==> src/rtl/fcb_pkg.sv <==
package fcb_pkg;
  typedef enum logic [1:0] {
    SEL_LT  = 2'd0,
    SEL_GT  = 2'd1,
    SEL_EQ  = 2'd2,
    SEL_DEC = 2'd3
  } cond_sel_e;

  localparam int unsigned CR_W    = 4;
  localparam int unsigned CR_LT_B = 3;
  localparam int unsigned CR_GT_B = 2;
  localparam int unsigned CR_EQ_B = 1;
  localparam int unsigned CR_SO_B = 0;

  // cr0 bit position for a condition select
  function automatic int unsigned cr_bit(input cond_sel_e s);
    case (s)
      SEL_LT:  cr_bit = CR_LT_B;
      SEL_GT:  cr_bit = CR_GT_B;
      default: cr_bit = CR_EQ_B;
    endcase
  endfunction
endpackage

==> src/rtl/fcb_regcheck.sv <==
module fcb_regcheck #(
  parameter int unsigned IDX_W = 5,
  parameter logic [(2**IDX_W)-1:0] IMPL_MAP = 32'hF000_27FF
) (
  input  logic [IDX_W-1:0] ra_idx_i,
  input  logic [IDX_W-1:0] rb_idx_i,
  input  logic             rb_is_imm_i,
  output logic             legal_o
);
  logic ra_ok, rb_ok;
  assign ra_ok   = IMPL_MAP[ra_idx_i];
  assign rb_ok   = rb_is_imm_i | IMPL_MAP[rb_idx_i];
  assign legal_o = ra_ok & rb_ok;
endmodule

==> src/rtl/fcb_mask.sv <==
module fcb_mask #(
  parameter int unsigned XLEN = 32,
  localparam int unsigned POS_W = $clog2(XLEN)
) (
  input  logic [POS_W-1:0] pos_i,
  input  logic             invert_i,
  output logic [XLEN-1:0]  mask_o
);
  logic [XLEN-1:0] one_hot;
  // position 0 is the MSB
  always_comb begin
    one_hot = '0;
    for (int i = 0; i < XLEN; i++) begin
      if (pos_i == POS_W'(i)) one_hot[XLEN-1-i] = 1'b1;
    end
  end
  assign mask_o = invert_i ? ~one_hot : one_hot;
endmodule

==> src/rtl/fcb_compare.sv <==
module fcb_compare #(
  parameter int unsigned XLEN = 32
) (
  input  logic [XLEN-1:0] a_i,
  input  logic [XLEN-1:0] b_i,
  input  logic            signed_i,
  output logic            lt_o,
  output logic            gt_o,
  output logic            eq_o
);
  logic slt, ult;
  assign slt  = $signed(a_i) < $signed(b_i);
  assign ult  = a_i < b_i;
  assign eq_o = (a_i == b_i);
  assign lt_o = signed_i ? slt : ult;
  assign gt_o = ~eq_o & ~lt_o;
endmodule

==> src/rtl/fcb_unit.sv <==
module fcb_unit
  import fcb_pkg::*;
#(
  parameter int unsigned XLEN       = 32,
  parameter int unsigned IDX_W      = 5,
  parameter int unsigned DISP_W     = 24,
  parameter int unsigned INSN_BYTES = 4,
  parameter logic [(2**IDX_W)-1:0] IMPL_MAP = 32'hF000_27FF
) (
  input  logic              clk_i,
  input  logic              rst_ni,
  input  logic              issue_i,
  input  logic              bit_test_i,
  input  logic              imm_form_i,
  input  logic              signed_i,
  input  logic              clear_i,
  input  logic [1:0]        sel_i,
  input  logic              pol_i,
  input  logic              link_i,
  input  logic [IDX_W-1:0]  ra_idx_i,
  input  logic [IDX_W-1:0]  rb_idx_i,
  input  logic [XLEN-1:0]   ra_val_i,
  input  logic [XLEN-1:0]   rb_val_i,
  input  logic              so_i,
  input  logic [DISP_W-1:0] disp_i,
  input  logic [XLEN-1:0]   cia_i,
  output logic              done_o,
  output logic              illegal_o,
  output logic              cr0_we_o,
  output logic [CR_W-1:0]   cr0_o,
  output logic              taken_o,
  output logic [XLEN-1:0]   next_pc_o,
  output logic              lr_we_o,
  output logic [XLEN-1:0]   lr_o,
  output logic              ra_we_o,
  output logic [IDX_W-1:0]  ra_idx_o,
  output logic [XLEN-1:0]   ra_wdata_o
);
  localparam int unsigned POS_W = $clog2(XLEN);

  cond_sel_e       sel;
  logic            legal;
  logic [XLEN-1:0] rb_eff, mask, masked, diff;
  logic [XLEN-1:0] cmp_a, cmp_b;
  logic            cmp_signed;
  logic            lt, gt, eq;
  logic [CR_W-1:0] cr_n;
  cond_sel_e       test_sel;
  logic            take_n;
  logic [XLEN-1:0] seq_pc, tgt_pc;
  logic [POS_W-1:0] bit_pos;
  logic            wb_n;
  logic [XLEN-1:0] wdata_n;

  assign sel = cond_sel_e'(sel_i);

  fcb_regcheck #(.IDX_W(IDX_W), .IMPL_MAP(IMPL_MAP)) u_regcheck (
    .ra_idx_i    (ra_idx_i),
    .rb_idx_i    (rb_idx_i),
    .rb_is_imm_i (imm_form_i),
    .legal_o     (legal)
  );

  assign rb_eff  = imm_form_i ? XLEN'(rb_idx_i) : rb_val_i;
  assign bit_pos = imm_form_i ? POS_W'(rb_idx_i) : rb_val_i[POS_W-1:0];

  fcb_mask #(.XLEN(XLEN)) u_mask (
    .pos_i    (bit_pos),
    .invert_i (clear_i),
    .mask_o   (mask)
  );

  assign masked = ra_val_i & mask;
  assign diff   = ra_val_i - rb_eff;

  // operand selection per family
  always_comb begin
    if (bit_test_i) begin
      cmp_a      = masked;
      cmp_b      = '0;
      cmp_signed = 1'b0;
      test_sel   = SEL_EQ;
      wb_n       = clear_i;
      wdata_n    = masked;
    end else begin
      cmp_a      = ra_val_i;
      cmp_b      = rb_eff;
      cmp_signed = signed_i;
      test_sel   = (sel == SEL_DEC) ? SEL_EQ : sel;
      wb_n       = (sel == SEL_DEC);
      wdata_n    = diff;
    end
  end

  fcb_compare #(.XLEN(XLEN)) u_compare (
    .a_i      (cmp_a),
    .b_i      (cmp_b),
    .signed_i (cmp_signed),
    .lt_o     (lt),
    .gt_o     (gt),
    .eq_o     (eq)
  );

  always_comb begin
    cr_n          = '0;
    cr_n[CR_LT_B] = lt;
    cr_n[CR_GT_B] = gt;
    cr_n[CR_EQ_B] = eq;
    cr_n[CR_SO_B] = so_i;
  end

  assign take_n = legal & (cr_n[cr_bit(test_sel)] == pol_i);
  assign seq_pc = cia_i + XLEN'(INSN_BYTES);
  assign tgt_pc = cia_i + {{(XLEN-DISP_W){disp_i[DISP_W-1]}}, disp_i};

  always_ff @(posedge clk_i or negedge rst_ni) begin
    if (!rst_ni) begin
      done_o     <= 1'b0;
      illegal_o  <= 1'b0;
      cr0_we_o   <= 1'b0;
      cr0_o      <= '0;
      taken_o    <= 1'b0;
      next_pc_o  <= '0;
      lr_we_o    <= 1'b0;
      lr_o       <= '0;
      ra_we_o    <= 1'b0;
      ra_idx_o   <= '0;
      ra_wdata_o <= '0;
    end else begin
      done_o     <= issue_i;
      illegal_o  <= issue_i & ~legal;
      cr0_we_o   <= issue_i & legal;
      taken_o    <= issue_i & take_n;
      lr_we_o    <= issue_i & legal & link_i;
      ra_we_o    <= issue_i & legal & wb_n;
      if (issue_i) begin
        cr0_o      <= cr_n;
        next_pc_o  <= take_n ? tgt_pc : seq_pc;
        lr_o       <= seq_pc;
        ra_idx_o   <= ra_idx_i;
        ra_wdata_o <= wdata_n;
      end
    end
  end

  p_done_follows_issue_r9: assert property (@(posedge clk_i) disable iff (!rst_ni)
    issue_i |=> done_o);
  p_idle_quiet_r9: assert property (@(posedge clk_i) disable iff (!rst_ni)
    !done_o |-> !(cr0_we_o || lr_we_o || ra_we_o || taken_o || illegal_o));
  p_illegal_no_write_r8: assert property (@(posedge clk_i) disable iff (!rst_ni)
    illegal_o |-> !(cr0_we_o || lr_we_o || ra_we_o || taken_o));
  p_link_value_r4: assert property (@(posedge clk_i) disable iff (!rst_ni)
    (issue_i && link_i) |=> (lr_o == $past(cia_i) + XLEN'(INSN_BYTES)));
  p_seq_pc_r2: assert property (@(posedge clk_i) disable iff (!rst_ni)
    issue_i |=> (taken_o || next_pc_o == $past(cia_i) + XLEN'(INSN_BYTES)));
  p_so_copied_r1: assert property (@(posedge clk_i) disable iff (!rst_ni)
    issue_i |=> (cr0_o[CR_SO_B] == $past(so_i)));
  p_one_flag_r1: assert property (@(posedge clk_i) disable iff (!rst_ni)
    cr0_we_o |-> $onehot(cr0_o[CR_LT_B:CR_EQ_B]));
endmodule

==> config.mk <==
export PLATFORM = sky130hd
export DESIGN_NAME = fcb_unit
export DESIGN_NICKNAME = d
export VERILOG_FILES = /design/src/rtl/fcb_pkg.sv /design/src/rtl/fcb_regcheck.sv /design/src/rtl/fcb_mask.sv /design/src/rtl/fcb_compare.sv /design/src/rtl/fcb_unit.sv
export SDC_FILE = /design/constraint.sdc
export NUM_CORES = 1
export LEC_CHECK = 0
export BUFFER_PORTS_ARGS = -buffer_cell sky130_fd_sc_hd__buf_2
export CAP_MARGIN = 20
export CORE_ASPECT_RATIO = 0.7
export CORE_MARGIN = 1
export CORE_UTILIZATION = 43
export DETAILED_ROUTE_END_ITERATION = 7
export GPL_TIMING_DRIVEN = 0
export PLACE_DENSITY = 0.79
export SETUP_SLACK_MARGIN = 0.1
export SLEW_MARGIN = 20
export SYNTH_ARGS = -nofsm -noshare
export SYNTH_HDL_FRONTEND = slang
export SYNTH_SLANG_ARGS = --single-unit
==> constraint.sdc <==
create_clock -name clk_i -period 1.55 [get_ports clk_i]
set_clock_uncertainty 0.1 [all_clocks]
set_input_delay 0.2325 -clock clk_i [delete_from_list [all_inputs] [get_ports clk_i]]
set_output_delay 0.2325 -clock clk_i [all_outputs]
set_load 0.05 [all_outputs]
==> results.sh <==
export IMPL_rows=47
export IMPL_worst_path_max_delay_cell="or4_4"
export IMPL_antenna_left=0
export IMPL_crit_end="next_pc_o[15]"
export IMPL_critical_path_cell_chain="clkbuf_16, mux2_4, inv_4, nand3b_1, nor2_2, xnor2_1, a21boi_1, ha_1, nand4_1, or4_4, a21o_1, a31oi_4, mux2_4, nand4_1, nor3b_4, buf_6, buf_12, buf_12, mux2i_2, a21oi_2"
export IMPL_cts_root_buf="clkbuf_16"
export IMPL_hold_path_class="input port to flip-flop"
export IMPL_maxSlewViolCount=0
export IMPL_ir_drop_uv=604
export IMPL_worst_slack_ns=-2.76
export IMPL_track_usage_pct=32.1
export IMPL_rr_worst_depth=2
export IMPL_max_freq_mhz=232
export IMPL_rsz0062_at_grt="yes"
export IMPL_violations="setup timing"
export IMPL_synthTopCellsByArea="dfrtp_1, ha_1, nor2_1"
export IMPL_grt_pass1_wl_um=61200
export IMPL_crit_path_end_kind="flip-flop"
export IMPL_cts_max_level=3
export IMPL_synth_top_area_share_pct=26.9
export IMPL_antenna_found_initial=3
export IMPL_drive_above_1_share_pct=39.9
export IMPL_start_util_pct=43.7
export IMPL_slew_headroom_pct=34.1
export IMPL_worstPathArrival_ns=4.45
export IMPL_reg2reg_to="next_pc_o[16]"
export IMPL_outcome="finished, violations left"
export IMPL_yosysSeqAreaShare_pct=26.9
export IMPL_required_ns=1.69
export IMPL_vias=11700
export IMPL_clk_pin_slew_ns=0.08
export IMPL_powerDensity_nw_per_um2=813
export IMPL_hold_viol_final=0
export IMPL_place_hpwl_um=29700
export IMPL_syn_inst=1266
export IMPL_gp_congestion=0.975
export IMPL_r2r_setup_slack_ns=0.50
export IMPL_period_needed_ns=4.31
export IMPL_cts_buffers=9
export IMPL_drt_pass1_iter_count=7
export IMPL_critPathMaxFanout=7
export IMPL_start_kind="input port"
export IMPL_die_width_um=187
export IMPL_routed_wl_um=41900
export IMPL_post_place_cells=1835
export IMPL_core_um2=23600
export IMPL_p_total_mw=12.2
export IMPL_drtIter0Drc=1298
export IMPL_synth_area_per_cell_um2=8.16
export IMPL_dieArea_um2=24700
export IMPL_worst_setup_path_type="input port to flip-flop"
export IMPL_cp_slowest_stage_delay_ns=0.51
export IMPL_syn_to_final_growth_pct=45.1
export IMPL_startpoint="imm_form_i"
export IMPL_synth_area_um2=10300
export IMPL_setup_viol=84
export IMPL_yosys_warnings=0
export IMPL_ys_types=70
export IMPL_min_period_over_period_pct=278
export IMPL_clk_latency_ns=0.37
export IMPL_p_leak_nw=6.53
export IMPL_ys_flop_type="dfrtp_1"
export IMPL_synth_edf_count=0
export IMPL_synth_seq_cells=111
export IMPL_cts_path_max_buffers=2
export IMPL_first_global_vias=10800
export IMPL_layout_nets=1870
export IMPL_post_route_util_pct=63.4
export IMPL_cts_num_sinks=111
export IMPL_synth_commonest_cells="nor2_1, dfrtp_1, nand2_1, a21oi_1, ha_1"
export IMPL_worst_slew_pin_slew_ns=0.976
export IMPL_io_buffers=250
export IMPL_yosys_cell_count_top_type="nor2_1"
export IMPL_tns_ns=-135.68
export IMPL_final_cells=1956
export IMPL_grt_overflow=0
export IMPL_io_pins=253
export IMPL_maxCapViolations=0
export IMPL_route_detailed_drc=0
export IMPL_cts_tree="yes"
export IMPL_ys_async_sr_fraction_pct=100
export IMPL_grt_max_degree=67
export IMPL_syn_nets=1505
export IMPL_viasPerCell=5.98
export IMPL_yosysTopAreaCell="dfrtp_1"
export IMPL_die_y_um=132
export IMPL_reg2reg_from="next_pc_o[16]"
export IMPL_routedWlPerCell_um=21.4
## state kept, by name (all words and copies together) (netlist names), 4 cells and up
signal      flops
cr0_o           4
ra_idx_o        5
next_pc_o      32
ra_wdata_o     32
lr_o           32
## where the power goes
group          switching, mW  internal [mW]  total (mW)
sequential             0.212           3.25        3.47
combinational           3.99           2.29        6.27
clock                   1.25           1.20        2.45
total                   5.45           6.74        12.2
## placed cells by master, fill, tap and decap left out, types with 11 or more instances in the layout
master and instances:
a21o_1 21, mux2i_1 12, a21boi_0 16, nor2_1 129, a21oi_1 82, nand4_1 20, o221ai_2 12, nor3_1 19
and3_1 12, ha_4 16, nand2_1 88, clkbuf_1 17, inv_1 31, xnor2_1 36, buf_6 30, xnor2_2 22
mux2_2 15, a21boi_1 13, xor2_1 40, o21ai_0 40, dfrtp_1 111, nand3_1 30, nand2b_1 40, clkbuf_2 11
ha_1 78, buf_2 242, or2_2 33, nor2_4 16, o21a_1 25, buf_4 68, a21oi_2 19
## logic make-up after synthesis
| kind of cell | Yosys count | synth area share (%) |
|---|---|---|
| xor gates and xnor gates | 106 | 8.98 |
| DFF | 111 | 26.9 |
| buffers and inverters | 86 | 3.46 |
| AOI/OAI and AO/OA | 345 | 22.1 |
| adders and majority gates | 97 | 11.9 |
| muxes | 42 | 4.35 |
| and+or+nand+nor | 479 | 22.4 |
## routing by layer
metal  vias to the layer above  global-route usage (%)  part of all wire, %
met3                       100                    7.56                   11
met5                         -                       0                    0
met1                      5590                    47.6                   45
met2                       702                    46.5                   42
li1                       5304                       -                    -
met4                         0                    8.24                  2.8
## metrics by stage
| step | setup slack (ns) | area, µm² | hold slack (ns) |
|---|---|---|---|
| 2_1_floorplan | -2.47 | 10700 | -0.163 |
| 3_3_place_gp | -3.55 | 12400 | 0.323 |
| 3_5_place_dp | -3.58 | 12400 | 0.0892 |
| 4_1_cts | -2.48 | 14000 | 0.00145 |
| 5_1_grt | -2.85 | 15000 | 0.0288 |
| 6_report | -2.76 | 15000 | 0.0318 |
## timing repair
action	4_1_cts	5_1_grt
hold buffers	6	0
gates cloned	2	0
pin swaps	64	85
resized for setup	203	140
setup buffers	54	43
hold endpoints to repair	50	0
endpoints found under the setup margin	110	98
## cell type report
cell class | instances | area (µm²)
multi-input combinational | 1069 | 8700
fill | 2000 | 8650
sequential | 111 | 2780
timing repair buffer | 354 | 2360
tap | 318 | 398
buffer | 50 | 310
clock buffer | 11 | 253
inverter | 36 | 155
clock inverter | 5 | 38.8
antenna | 2 | 5.00
## worst min path at each step
stage	slack [ns]	start	to	depth (start not counted)
after floorplan	-0.16	rst_ni	cr0_o[0]	0
after global placement	0.32	issue_i	done_o	1
after detailed placement	0.09	rst_ni	ra_wdata_o[13]	1
after CTS	0.001	ra_idx_i[4]	ra_idx_o[4]	2
after global routing	0.03	ra_idx_i[4]	ra_idx_o[4]	2
final	0.03	ra_idx_i[4]	ra_idx_o[4]	2
## worst max-delay path: cells and delay by family
kind                     cells  cell delay, ns
AO/OA/AOI/OAI                4            0.59
XOR/XNOR                     1            0.17
adder cells (fa/ha/maj)      1            0.34
buffers and inverters        5            0.68
multiplexers                 3            0.97
AND/OR/NAND/NOR              6            1.42
(Power assumes the default switching activity.)
